### config.mk
export PLATFORM = sky130hd
export DESIGN_NAME = serial_rx_core
export DESIGN_NICKNAME = d
export VERILOG_FILES = /design/src/rtl/srx_pkg.sv /design/src/rtl/srx_sampler.sv /design/src/rtl/srx_rxbuf.sv /design/src/rtl/srx_irq.sv /design/src/rtl/serial_rx_core.sv
export SDC_FILE = /design/constraint.sdc
export NUM_CORES = 1
export LEC_CHECK = 0
export ABC_AREA = 1
export BUFFER_PORTS_ARGS = -buffer_cell sky130_fd_sc_hd__buf_2
export CORE_MARGIN = 2
export CORE_UTILIZATION = 54
export DETAILED_ROUTE_END_ITERATION = 6
export PLACE_DENSITY = 0.76
export SETUP_SLACK_MARGIN = 0.4
export SKIP_CTS_REPAIR_TIMING = 1
export SYNTH_ARGS = -nofsm -noshare
export SYNTH_HDL_FRONTEND = slang
export SYNTH_SLANG_ARGS = --single-unit
### constraint.sdc
create_clock -name clk -period 2 [get_ports clk]
set_input_delay 0.1 -clock clk [delete_from_list [all_inputs] [get_ports clk]]
set_output_delay 0.1 -clock clk [all_outputs]
set_load 0.005 [all_outputs]
### src/rtl/srx_pkg.sv
package srx_pkg;
  parameter int unsigned SRX_DW = 8;

  typedef enum logic [1:0] {S_IDLE, S_START, S_BITS} srx_state_t;

  typedef struct packed {
    logic [SRX_DW-1:0] data;
    logic              mark;
    logic              ferr;
    logic              perr;
  } srx_char_t;
endpackage

### src/rtl/srx_sampler.sv
module srx_sampler
  import srx_pkg::*;
#(
  parameter int OS_SLOW = 16,
  parameter int OS_FAST = 8
) (
  input  logic      clk,
  input  logic      rst,
  input  logic      en,
  input  logic      tick,
  input  logic      line,
  input  logic      dbl,
  input  logic      mp,
  input  logic      par_en,
  input  logic      par_odd,
  output logic      start_ok,
  output logic      frm_valid,
  output srx_char_t frm
);
  localparam int CW = $clog2(OS_SLOW);
  localparam int BW = $clog2(SRX_DW + 4);
  localparam int DIW = $clog2(SRX_DW);

  logic            sync1, sync2, s, prev;
  srx_state_t      state;
  logic [CW-1:0]   cnt;
  logic [BW-1:0]   bidx;
  logic            v0, v1;
  logic [SRX_DW-1:0] dat;
  logic            mark, pbit;
  logic            mp_l, par_l, odd_l, dbl_l;
  logic [CW-1:0]   mid_pos, last_pos;
  logic [BW-1:0]   stop_idx;
  logic            vote;

  assign s = sync2;
  assign mid_pos  = dbl_l ? CW'(OS_FAST / 2) : CW'(OS_SLOW / 2);
  assign last_pos = dbl_l ? CW'(OS_FAST - 1) : CW'(OS_SLOW - 1);
  assign stop_idx = BW'(SRX_DW) + BW'(mp_l) + BW'(par_l);
  assign vote = (v0 & v1) | (v0 & s) | (v1 & s);

  always_ff @(posedge clk) begin
    if (rst) begin
      sync1 <= 1'b1;
      sync2 <= 1'b1;
    end else begin
      sync1 <= line;
      sync2 <= sync1;
    end
  end

  always_ff @(posedge clk) begin
    if (rst || !en) begin
      state <= S_IDLE; prev <= 1'b1; cnt <= '0; bidx <= '0;
      v0 <= 1'b0; v1 <= 1'b0; dat <= '0; mark <= 1'b0; pbit <= 1'b0;
      mp_l <= 1'b0; par_l <= 1'b0; odd_l <= 1'b0; dbl_l <= 1'b0;
      start_ok <= 1'b0; frm_valid <= 1'b0; frm <= '0;
    end else begin
      start_ok  <= 1'b0;
      frm_valid <= 1'b0;
      if (tick) begin
        case (state)
          S_IDLE: begin
            prev <= s;
            if (prev && !s) begin
              state <= S_START;
              cnt   <= CW'(1);
              mp_l  <= mp; par_l <= par_en; odd_l <= par_odd; dbl_l <= dbl;
              mark  <= 1'b0; pbit <= 1'b0;
            end
          end
          S_START: begin
            if (cnt == mid_pos && s) begin
              state <= S_IDLE;
              prev  <= s;
            end else begin
              if (cnt == mid_pos) start_ok <= 1'b1;
              if (cnt == last_pos) begin
                state <= S_BITS; cnt <= '0; bidx <= '0;
              end else begin
                cnt <= cnt + CW'(1);
              end
            end
          end
          S_BITS: begin
            if (cnt == mid_pos - CW'(1)) v0 <= s;
            if (cnt == mid_pos) v1 <= s;
            if (cnt == last_pos) begin
              cnt  <= '0;
              bidx <= bidx + BW'(1);
            end else begin
              cnt <= cnt + CW'(1);
            end
            if (cnt == mid_pos + CW'(1)) begin
              if (bidx == stop_idx) begin
                frm_valid <= 1'b1;
                frm.data  <= dat;
                frm.mark  <= mark;
                frm.ferr  <= !vote;
                frm.perr  <= par_l && ((^{dat, mark, pbit}) != odd_l);
                state     <= S_IDLE;
                prev      <= s;
              end else if (bidx < BW'(SRX_DW)) begin
                dat[bidx[DIW-1:0]] <= vote;
              end else if (mp_l && bidx == BW'(SRX_DW)) begin
                mark <= vote;
              end else begin
                pbit <= vote;
              end
            end
          end
          default: state <= S_IDLE;
        endcase
      end
    end
  end

  AST_EMIT_ENDS_FRAME: assert property (@(posedge clk) disable iff (rst)
    frm_valid |-> state == S_IDLE);
  AST_START_IN_START: assert property (@(posedge clk) disable iff (rst)
    start_ok |-> state == S_START);
endmodule

### src/rtl/srx_rxbuf.sv
module srx_rxbuf
  import srx_pkg::*;
#(
  parameter int DEPTH = 2
) (
  input  logic      clk,
  input  logic      rst,
  input  logic      en,
  input  logic      push,
  input  srx_char_t push_ch,
  input  logic      mp,
  input  logic      start_ok,
  input  logic      pop_req,
  output srx_char_t head,
  output logic      ready,
  output logic      ovr
);
  localparam int CNTW = $clog2(DEPTH + 1);

  srx_char_t       slot [DEPTH];
  srx_char_t       n_slot [DEPTH];
  srx_char_t       hold, n_hold;
  logic            hv, n_hv, drop, n_drop, n_ovr;
  logic [CNTW-1:0] cnt, n_cnt;
  logic            pop, keep;

  assign pop  = pop_req && (cnt != '0);
  assign keep = !mp || push_ch.mark;

  always_comb begin
    n_slot = slot; n_cnt = cnt; n_hold = hold; n_hv = hv;
    n_drop = drop; n_ovr = ovr;
    if (pop) begin
      for (int i = 0; i < DEPTH - 1; i++) n_slot[i] = slot[i+1];
      n_slot[DEPTH-1] = '0;
      n_cnt = cnt - CNTW'(1);
      n_ovr = 1'b0;
    end
    if (n_hv && n_cnt < CNTW'(DEPTH)) begin
      for (int i = 0; i < DEPTH; i++)
        if (CNTW'(i) == n_cnt) n_slot[i] = n_hold;
      n_cnt  = n_cnt + CNTW'(1);
      n_hv   = 1'b0;
      n_hold = '0;
    end
    if (push) begin
      if (drop) begin
        n_drop = 1'b0;
      end else if (keep && !n_hv) begin
        if (n_cnt < CNTW'(DEPTH)) begin
          for (int i = 0; i < DEPTH; i++)
            if (CNTW'(i) == n_cnt) n_slot[i] = push_ch;
          n_cnt = n_cnt + CNTW'(1);
        end else begin
          n_hold = push_ch;
          n_hv   = 1'b1;
        end
      end
    end
    if (start_ok && n_hv && n_cnt == CNTW'(DEPTH)) begin
      n_ovr  = 1'b1;
      n_drop = 1'b1;
    end
  end

  always_ff @(posedge clk) begin
    if (rst || !en) begin
      for (int i = 0; i < DEPTH; i++) slot[i] <= '0;
      cnt <= '0; hold <= '0; hv <= 1'b0; drop <= 1'b0; ovr <= 1'b0;
    end else begin
      slot <= n_slot; cnt <= n_cnt; hold <= n_hold; hv <= n_hv;
      drop <= n_drop; ovr <= n_ovr;
    end
  end

  assign head  = slot[0];
  assign ready = (cnt != '0);

  AST_CNT_IN_RANGE: assert property (@(posedge clk) disable iff (rst)
    cnt <= CNTW'(DEPTH));
  AST_OVR_ONLY_WHEN_FULL: assert property (@(posedge clk) disable iff (rst)
    $rose(ovr) |-> (cnt == CNTW'(DEPTH)) && hv);
  AST_FLUSH_EMPTIES: assert property (@(posedge clk) disable iff (rst)
    !en |=> (cnt == '0) && !ovr);
  AST_EMPTY_NO_FLAGS: assert property (@(posedge clk) disable iff (rst)
    (cnt == '0) |-> !slot[0].ferr && !slot[0].perr);
endmodule

### src/rtl/srx_irq.sv
module srx_irq (
  input  logic clk,
  input  logic rst,
  input  logic gie,
  input  logic ie_rxc,
  input  logic ie_txc,
  input  logic ie_dre,
  input  logic f_rxc,
  input  logic f_txc,
  input  logic f_dre,
  output logic irq_rxc,
  output logic irq_txc,
  output logic irq_dre
);
  always_ff @(posedge clk) begin
    if (rst) begin
      irq_rxc <= 1'b0; irq_txc <= 1'b0; irq_dre <= 1'b0;
    end else begin
      irq_rxc <= gie && ie_rxc && f_rxc;
      irq_txc <= gie && ie_txc && f_txc;
      irq_dre <= gie && ie_dre && f_dre;
    end
  end

  AST_GIE_MASKS_ALL: assert property (@(posedge clk) disable iff (rst)
    !gie |=> !irq_rxc && !irq_txc && !irq_dre);
endmodule

### src/rtl/serial_rx_core.sv
module serial_rx_core
  import srx_pkg::*;
#(
  parameter int OS_SLOW = 16,
  parameter int OS_FAST = 8,
  parameter int DEPTH   = 2
) (
  input  logic              clk,
  input  logic              rst,
  input  logic              rx_line,
  input  logic              baud_tick,
  input  logic              rx_en,
  input  logic              dbl_speed,
  input  logic              mp_mode,
  input  logic              par_en,
  input  logic              par_odd,
  input  logic              ie_rxc,
  input  logic              ie_txc,
  input  logic              ie_dre,
  input  logic              gie,
  input  logic              tx_done,
  input  logic              tx_empty,
  input  logic              rd_strobe,
  output logic [SRX_DW-1:0] rx_data,
  output logic              rx_mark,
  output logic              rx_ferr,
  output logic              rx_perr,
  output logic              rx_ovr,
  output logic              rx_ready,
  output logic              irq_rxc,
  output logic              irq_txc,
  output logic              irq_dre
);
  logic      start_ok, frm_valid;
  srx_char_t frm, head;

  srx_sampler #(.OS_SLOW(OS_SLOW), .OS_FAST(OS_FAST)) u_samp (
    .clk(clk), .rst(rst), .en(rx_en), .tick(baud_tick), .line(rx_line),
    .dbl(dbl_speed), .mp(mp_mode), .par_en(par_en), .par_odd(par_odd),
    .start_ok(start_ok), .frm_valid(frm_valid), .frm(frm)
  );

  srx_rxbuf #(.DEPTH(DEPTH)) u_buf (
    .clk(clk), .rst(rst), .en(rx_en), .push(frm_valid), .push_ch(frm),
    .mp(mp_mode), .start_ok(start_ok), .pop_req(rd_strobe),
    .head(head), .ready(rx_ready), .ovr(rx_ovr)
  );

  srx_irq u_irq (
    .clk(clk), .rst(rst), .gie(gie), .ie_rxc(ie_rxc), .ie_txc(ie_txc),
    .ie_dre(ie_dre), .f_rxc(rx_ready), .f_txc(tx_done), .f_dre(tx_empty),
    .irq_rxc(irq_rxc), .irq_txc(irq_txc), .irq_dre(irq_dre)
  );

  assign rx_data = head.data;
  assign rx_mark = head.mark;
  assign rx_ferr = head.ferr;
  assign rx_perr = head.perr;
endmodule

; Yosys cells after proc, flatten, opt, wreduce, memory -nomap -nowiden
; Index checks and enable logic that the tools add are counted.
[op_classes]
shift = 0
n_div = 0
n_bitwise = 10
n_lt_le_gt_ge = 5
n_eq_ne = 24
mul = 0
reduce_logical = 46
addsub = 9
mux = 66
[op_table]
columns = op, n
row1 = 2-to-1 mux 22 bit, 6
row2 = 2-to-1 mux 11 bit, 9
row3 = 2-to-1 mux 4 bit, 8
row4 = 2-to-1 mux 1 bit, 24
row5 = 2-to-1 mux 2 bit, 11
row6 = == test 4 bit, 5
row7 = AND reduction 5 bit, 4
row8 = logical AND 1 bit, 16
row9 = != test 2 x 1 -> 1 bit (second input constant), 7
row10 = AND reduction 7 bit, 2
row11 = adder 4 x 1 -> 4 bit (second input constant), 3
row12 = one-hot mux 4 bit (3 select lines), 1
row13 = nonzero test 2 bit, 5
row14 = parity 10 bit, 1
row15 = AND reduction 3 bit, 3
row16 = bitwise mux 8 bit, 1
row17 = != test 2 bit (second input constant), 4
row18 = one-hot mux 4 bit (2 select lines), 1
row19 = AND reduction 4 bit, 2
row20 = OR reduction 4 bit, 2
row21 = zero test 2 bit, 3
row22 = one-hot mux 2 bit (3 select lines), 1
row23 = zero test 1 bit, 5
row24 = NOT 1 bit, 5
row25 = other kinds (22), 31
[word_totals]
out_inout_bits = 16
latch_bits = 0
mem_bits_rw = 0
rom_bits = 0
wordCells = 200
memories = 0
reg_bits = 83

; Depth between registers and ports, before layout
; Gate-level depths: netlist of the first run.
[logic_depth]
ltp_word = 14
ltp_mapped = 17
ltp_nobuf = 17

; By module
; Synthesis of the first run repeated with hierarchy kept, for this count alone.
[unflattened]
cells_unflattened = 638
hier_area_um2 = 4458.0
[modules_own_cells]
columns = mod, n_inst, area_per_inst_um2, cells_each
row1 = srx_sampler, 1, 2244.7, 310
row2 = srx_rxbuf, 1, 2120.8, 317
row3 = srx_irq, 1, 92.6, 11

; Least setup slack after synthesis of the first run
; Ideal clock, no wire load.
[synth_path]
kind = register -> register
from = register u_buf.cnt[1]
to = register u_buf.slot, in the netlist u_buf.head[0]
path_buffers = 1
period_less_slack_ns = 2.212
required_ns = 1.878
slack_ns = -0.212
t_arrival_ns = 2.090
path_stages_with_launch = 16
setup_ns = 0.122
path_cell_list = dfxtp_1 -> inv_1 -> ha_1 -> inv_2 -> nand2_4 -> nand2_1 -> o21ai_0 -> ha_1 -> inv_1 -> nand2_1 -> nand3_1 -> nor2_2 -> nand3_2 -> buf_4 -> o21ai_1 -> a21oi_1
[synth_between]
elab_chain_cells = 12
elab_cells_between_ends = 22
cone_classes = 2 x add/sub / 2 x order compare / 11 x mux / 7 x reduce/logical
[synth_lines]
columns = element, line_no
row1 = start: declaration, srx_rxbuf.sv:24  ; logic [CNTW-1:0] cnt, n_cnt;
row2 = start signal: assignment, srx_rxbuf.sv:71  ; slot <= n_slot; cnt <= n_cnt; hold <= n_hold; hv <= n_hv;
row3 = nonzero test 2 bit *, n/a
row4 = named net rx_ready, serial_rx_core.sv:29  ; output logic rx_ready,
row5 = logical AND 1 bit *, srx_rxbuf.sv:27  ; assign pop = pop_req && (cnt != '0);
row6 = 2-to-1 mux 2 bit, srx_rxbuf.sv:33  ; if (pop) begin
row7 = less-than comparator 2 bit, srx_rxbuf.sv:39  ; if (n_hv && n_cnt < CNTW'(DEPTH)) begin
row8 = logical AND 1 bit, srx_rxbuf.sv:39
row9 = 2-to-1 mux 2 bit, srx_rxbuf.sv:39
row10 = zero test 2 bit, srx_rxbuf.sv:52  ; if (CNTW'(i) == n_cnt) n_slot[i] = push_ch;
row11 = 2-to-1 mux 11 bit, srx_rxbuf.sv:52
row12 = 2-to-1 mux 22 bit, srx_rxbuf.sv:50  ; if (n_cnt < CNTW'(DEPTH)) begin
row13 = 2-to-1 mux 22 bit, srx_rxbuf.sv:49  ; end else if (keep && !n_hv) begin
row14 = 2-to-1 mux 22 bit, srx_rxbuf.sv:47  ; if (drop) begin
row15 = 2-to-1 mux 22 bit *, srx_rxbuf.sv:46  ; if (push) begin
row16 = end signal: assignment, srx_rxbuf.sv:71
row17 = end: declaration, srx_rxbuf.sv:20  ; srx_char_t slot [DEPTH];
; The timed path passes the listed nets; every way through them passes the cells marked *.
; A chain may end at the register's enable or synchronous reset.

; Worst setup path in the final report of the first run
[layout_path]
from = register u_buf.cnt[0]
to = register u_buf.slot, in the netlist u_buf.head[3]
[layout_between]
elab_chain_cells = 12
elab_cells_between_ends = 22
cone_classes = 2 x add/sub / 2 x order compare / 11 x mux / 7 x reduce/logical
[layout_lines]
columns = element, line_no
row1 = branches (longest 11 deep; another with subtractor 2 x 1 -> 2 bit), n/a
row2 = 2-to-1 mux 22 bit *, srx_rxbuf.sv:46
; Mark *: on every way between the ends.

==> results.py, run 1 <==
metrics = {
    "sta": {
        "final-max-slew-violation-count": 0,
        "max_clock_freq_mhz": 477,
        "slew_headroom_pct": 78.7,
        "setup_slack_ns": -0.0955,
        "holdWs_ns": -0.0263,
        "worst_pin_slew_ns": 0.319,
        "hold_viol": 2,
        "setup_tns_ns": -0.503,
        "rsz0062_at_grt": "yes",
        "final.setup_skew_ns": 0.0106,
        "fin_crit_ns": 2.10,
        "setup_violations": 22,
        "period_share_pct": 105,
    },
    "grt": {
        "grt_pass1_vias": 3732,
        "grt_pass1_wl_mm": 15.9,
        "antenna_found_initial": 0,
        "grt_max_degree": 63,
        "grt_overflow": 0,
        "gr-usage-all-layers_pct": 22.3,
    },
    "cts": {
        "clkLatencyLatePin_ns": 0.36,
        "cts_made_buffers": 9,
        "cts_max_level": 3,
        "cts_tree": "done",
        "cts_max_path_buffers": 2,
        "clockRootBuffer": "clkbuf_8",
        "cts.clk_slew.worst_paths_ns": 0.09,
        "cts_sinks": 83,
    },
    "min_path": {
        "hp-class": "primary input to register",
        "hp-start": "tx_empty",
        "min_delay_path_depth": 3,
        "holdPathEnd": "u_irq.irq_dre",
    },
    "floorplan": {
        "dieArea_um2": 8610,
        "rows": 32,
        "core-area_um2": 7690,
        "die_h_um": 92.8,
        "die_w_um": 92.8,
        "start_util_pct": 55.4,
        "io_pins": 32,
    },
    "route": {
        "drt-total-wl_mm": 10.6,
        "highest_layer": "met4",
        "via_per_inst": 5.28,
        "wl_met1_mm": 4.44,
        "route.met3.wl_um": 559,
        "wl_met2_mm": 5.49,
        "drc": 0,
        "num_vias": 4153,
        "drt_iter0_drc": 211,
        "first_pass_iters": 5,
        "ant_nets": 0,
        "wl_per_cell_um": 13.5,
    },
    "cells_and_area": {
        "fin_cells": 787,
        "final_nets": 708,
        "n_fill_cell": 612,
        "design_area_um2": 5430,
        "area_growth_pct": 27.5,
        "num_antenna_cells": 0,
        "drive_above_1_share_pct": 26.6,
        "final_cell_mix": "150 x nand2_1, 71 x dfxtp_1, 55 x nor2_1, 49 x o21ai_0, 48 x a21oi_1",
        "layout_commonest_cell": "nand2_1",
    },
    "setup_path": {
        "worstPathRequired_ns": 2.25,
        "cp-end-kind": "register",
        "critPathLaunchType": "register",
        "reg2reg_to": "u_buf.head[3]",
        "crit_type": "register to register",
        "reg2reg_from": "u_buf.cnt[0]",
        "r2r_setup_slack_ns": -0.1,
        "rr_worst_depth": 16,
        "path_max_fanout": 5,
        "arrival_ns": 2.34,
    },
    "placement": {
        "place_ws_ns": -0.0585,
        "hpwl_mm": 6.31,
        "globalplace.congestion": 0.821,
        "io_buffer_count": 31,
        "dp.cells": 749,
        "place_area_um2": 4620,
    },
    "pwr": {
        "cellLeakagePower_nw": 2.35,
        "power_frac_clock_pct": 41.4,
        "power_switching_mw": 0.770,
        "pwr-share-seq_pct": 53.3,
        "vdd_ir_drop_max_uv": 428,
        "p_int_mw": 2.35,
        "p_sw_share_pct": 24.7,
        "powerDensity_nw_per_um2": 575,
        "pwr-share-comb_pct": 5.3,
    },
    "synthesis": {
        "synthCells": 628,
        "yosysTopAreaCell": "dfxtp_1",
        "synth_top_area_share_pct": 39.0,
        "synth_warnings": 0,
        "syn_nets": 656,
        "ys_top_cells_by_area": "dfxtp_1 39%, nand2_1 15%, a21oi_1 6.6%",
        "synthDistinctLibCells": 31,
        "syn-cell-area_um2": 4260,
        "avgSynthCellArea_um2": 6.78,
        "synth.ff_latch_count": 83,
        "ys_seq_area_share_pct": 39.0,
    },
    "run": {
        "maxCapViolCount": 0,
    },
    "outcome": {
        "status": "finished, violations left",
        "violations": "hold timing, setup timing",
    },
}
==> Yosys cell counts <==
library cell,number
nand2_1,166
dfxtp_1,83
nor2_1,61
a21oi_1,56
o21ai_0,55
inv_1,52
nand3_1,41
o21ai_1,17
clkbuf_1,12
ha_1,12
buf_4,11
buf_2,9
inv_2,7
nand2_2,7
nor2_2,6
xnor2_1,5
xor2_1,4
nand3_2,3
nor3_1,3
a31oi_1,2
nand2_4,2
nor2_4,2
nor4_1,2
o211ai_1,2
or2_2,2
a21boi_0,1
a21oi_2,1
clkbuf_2,1
clkinv_1,1
nand3_4,1
o21a_1,1
==> routing by layer <==
layer / global-route usage (%) / up-vias
li1: - / 2122
met1: 26.7 / 1912
met2: 40.6 / 105
met3: 4.64 / 14
met4: 5.51 / 0
met5: 0 / -
==> cell families (layout without fill, tap and decap cells) <==
kind of cell             after synthesis  after routing  share of synthesized area [%]
XOR/XNOR                               9              9                           1.85
AO/OA/AOI/OAI                        135            135                           16.3
adder cells (fa/ha/maj)               12             12                           3.53
AND/OR/NAND/NOR                      296            296                           29.9
buffers and inverters                 93            150                           9.46
flip-flops                            83             83                           39.0
==> sequential cells by signal (all words and copies together), names as in the netlist, 2 cells and up <==
register / cells
u_samp.frm: 11
u_buf.head: 11
u_buf.cnt: 2
u_samp.cnt: 4
u_buf.slot: 11
u_samp.state: 2
u_buf.hold: 11
u_samp.dat: 8
u_samp.bidx: 4
==> power groups by stage <==
| stage | Combinational, mW | Clock (mW) | Sequential [mW] |
|---|---|---|---|
| after floorplan | 0.0866 | 0 | 1.70 |
| after global placement | 0.125 | 0 | 1.70 |
| after detailed placement | 0.128 | 0 | 1.70 |
| after CTS | 0.129 | 1.30 | 1.67 |
| after global routing | 0.187 | 1.36 | 1.66 |
| final | 0.167 | 1.29 | 1.66 |
==> worst max path at each step <==
stage	to	from	slack (ns)	cells past startpoint
after detailed placement	u_buf.head[0]	u_buf.cnt[1]	-0.06	16
final	u_buf.head[3]	u_buf.cnt[0]	-0.1	16
after global placement	u_buf.head[9]	u_buf.cnt[0]	0.04	15
after CTS	u_buf.head[0]	u_buf.cnt[1]	-0.07	16
after global routing	u_buf.head[3]	u_buf.cnt[0]	-0.18	16
after floorplan	u_buf.head[0]	u_buf.cnt[1]	0.008	15
==> critical path, cell delays in order (launching register included) <==
cell and delay (ns):
dfxtp_2 0.33, inv_2 0.07, ha_4 0.17, inv_4 0.04, nand2_4 0.07, nand2_2 0.05
nand2_2 0.07, inv_2 0.05, ha_4 0.25, inv_2 0.03, nand2_4 0.06, nand3_4 0.08
nor2_4 0.12, nand3_4 0.15, clkbuf_16 0.20, o21ai_1 0.20, a21oi_2 0.05
==> stage by stage <==
| stage | power [mW] | utilization (%) |
|---|---|---|
| floorplan | 1.79 | - |
| global placement | 1.83 | 60.2 |
| detailed placement | 1.83 | 60.2 |
| CTS | 3.09 | 62.9 |
| global route | 3.21 | 70.6 |
| finish | 3.12 | 70.6 |
==> area by class of cell <==
| type | instances | area [µm²] | area share [%] |
|---|---|---|---|
| clock buffers | 10 | 138 | 2.54 |
| clock inverters | 6 | 70.1 | 1.29 |
| inverters | 60 | 228 | 4.20 |
| multi-input cells | 452 | 2540 | 46.8 |
| flip-flops and latches | 83 | 1680 | 31.0 |
| well taps | 102 | 128 | 2.35 |
| repair buffers | 74 | 639 | 11.8 |
Note: power is estimated with default switching activity, not from simulation.
==> run 2: changes to the inputs <==
Settings changed: CORE_ASPECT_RATIO from default to 1.1, TNS_END_PERCENT from default to 30.
==> run 2 against run 1 <==
- critical endpoint is now u_buf.head[10]
- largest power group unchanged
- via count shrank 4.2%
- sequential share of layout area grew 0.88 points
- hold slack gained 0.042 ns
- setup slack lost 0.032 ns
- largest cell class unchanged
- routed wire length shrank 8.4%
- the run ends with setup timing left
- power shrank 0.82%
- count of clock-buffer cells in the layout shrank 1
- design area shrank 3.3%
- clock skew grew 0.0034 ns
- register-to-register slack lost 0.03 ns
==> results.py, run 2 (synthesis results as in run 1) <==
metrics = {
    "floorplan": {
        "start_util_pct": 56.3,
        "dieArea_um2": 8610,
        "rows": 33,
        "core-area_um2": 7560,
        "die_w_um": 88.7,
        "die_h_um": 97.1,
        "io_pins": 32,
    },
    "sta": {
        "holdWs_ns": 0.0157,
        "rsz0062_at_grt": "yes",
        "setup_violations": 20,
        "fin_crit_ns": 2.13,
        "final-max-slew-violation-count": 0,
        "period_share_pct": 106,
        "worst_pin_slew_ns": 0.298,
        "hold_viol": 0,
        "slew_headroom_pct": 80.1,
        "max_clock_freq_mhz": 470,
        "final.setup_skew_ns": 0.0141,
        "setup_slack_ns": -0.127,
    },
    "route": {
        "wl_per_cell_um": 12.5,
        "via_per_inst": 5.10,
        "drt-total-wl_mm": 9.75,
        "drt_iter0_drc": 173,
        "first_pass_iters": 4,
        "ant_nets": 0,
        "drc": 0,
        "num_vias": 3980,
    },
    "setup_path": {
        "critPathBufInv": 4,
        "worstPathRequired_ns": 2.25,
        "cp_common_cell": "inv_2",
        "crit_type": "register to register",
        "critPathLaunchType": "register",
        "critical_path.max_stage_delay_ns": 0.33,
        "crit_family": "simple AND/OR/NAND/NOR gates",
        "path_cells": "inv_2 -> ha_4 -> inv_4 -> nand2_8 -> nand2_2 -> nand2_2 -> inv_2 -> ha_4 -> inv_2 -> nand2_4 -> nand3_4 -> nor2_4 -> nand3_4 -> o21ai_0 -> a21oi_1",
        "cp-end-kind": "register",
        "arrival_ns": 2.37,
        "path_max_fanout": 7,
        "slowest_stage": "dfxtp_2",
    },
    "cts": {
        "clkLatencyLatePin_ns": 0.36,
        "cts_max_path_buffers": 2,
        "clockRootBuffer": "clkbuf_8",
        "cts_max_level": 3,
        "cts_sinks": 83,
        "cts_tree": "done",
        "cts_made_buffers": 9,
        "cts.clk_slew.worst_paths_ns": 0.10,
    },
    "cells_and_area": {
        "final_cell_mix": "152 x nand2_1, 74 x dfxtp_1, 55 x nor2_1, 54 x a21oi_1, 45 x inv_1",
        "drive_above_1_share_pct": 23.3,
        "num_antenna_cells": 0,
        "final_nets": 698,
        "fin_cells": 780,
        "n_fill_cell": 616,
        "layout_commonest_cell": "nand2_1",
        "area_growth_pct": 23.3,
    },
    "pwr": {
        "powerDensity_nw_per_um2": 590,
        "cellLeakagePower_nw": 2.26,
        "vdd_ir_drop_max_uv": 337,
    },
    "placement": {
        "io_buffer_count": 31,
        "dp.cells": 748,
        "hpwl_mm": 6.21,
        "globalplace.congestion": 0.852,
    },
    "min_path": {
        "hp-class": "primary input to register",
    },
    "grt": {
        "grt_max_degree": 63,
        "gr-usage-all-layers_pct": 21.9,
        "grt_pass1_wl_mm": 15.5,
        "grt_overflow": 0,
        "antenna_found_initial": 0,
        "grt_pass1_vias": 3622,
    },
    "run": {
        "maxCapViolCount": 0,
    },
    "outcome": {
        "status": "finished, violations left",
        "violations": "setup timing",
    },
}
==> run 2: area by class of cell <==
type	count	area, µm²	area share, %
Clock buffer	9	124	2.36
Multi-Input combinational cell	453	2510	47.9
Clock inverter	7	87.6	1.67
Tap cell	105	131	2.50
Timing Repair Buffer	63	489	9.32
Inverter	60	228	4.34
Sequential cell	83	1680	31.9
==> run 2: through the flow <==
| stage | utilization, % | setup TNS [ns] | setup WS (ns) | area (µm²) | total power, mW |
|---|---|---|---|---|---|
| floorplan | - | 0 | 0.00718 | 4320 | 1.79 |
| global placement | 60.7 | -0.303 | -0.0310 | 4590 | 1.83 |
| detailed placement | 60.7 | -1.73 | -0.138 | 4590 | 1.83 |
| CTS | 63.5 | -2.57 | -0.160 | 4800 | 3.07 |
| global route | 69.5 | -4.57 | -0.233 | 5250 | 3.21 |
| finish | 69.5 | -1.27 | -0.127 | 5250 | 3.10 |
==> run 2: worst paths after layout <==
path                startpoint             end  slack (ns)  cells after the start
setup reg to reg  u_buf.cnt[1]  u_buf.head[10]       -0.13                     15
hold / removal             gie   u_irq.irq_txc        0.02                      3
hold reg to reg   u_samp.sync1        u_samp.s        0.43                      1
setup / recovery  u_buf.cnt[1]  u_buf.head[10]       -0.13                     15
==> run 2: report_power, final <==
part	leakage (nW)	switching [mW]	internal [mW]
clock network	0.0988	0.674	0.596
registers	0.674	0.00743	1.66
logic	1.48	0.0945	0.0657
==> run 2: worst reg2reg max path, delay by kind of cell, from the launching register on <==
| family | cells | cell delay, ns |
|---|---|---|
| AND/OR/NAND/NOR | 7 | 0.76 |
| adder cells (fa/ha/maj) | 2 | 0.41 |
| flip-flops | 1 | 0.33 |
| AO/OA/AOI/OAI | 2 | 0.30 |
| buffers and inverters | 4 | 0.21 |
==> run 2: routing by layer <==
| metal | vias up | part of all wire, % | global-route usage (%) |
|---|---|---|---|
| met1 | 1790 | 44 | 27.7 |
| met5 | - | 0 | 0 |
| met3 | 18 | 3.4 | 3.99 |
| met2 | 68 | 51 | 36.7 |
| met4 | 0 | 1.6 | 7.58 |
| li1 | 2104 | - | - |
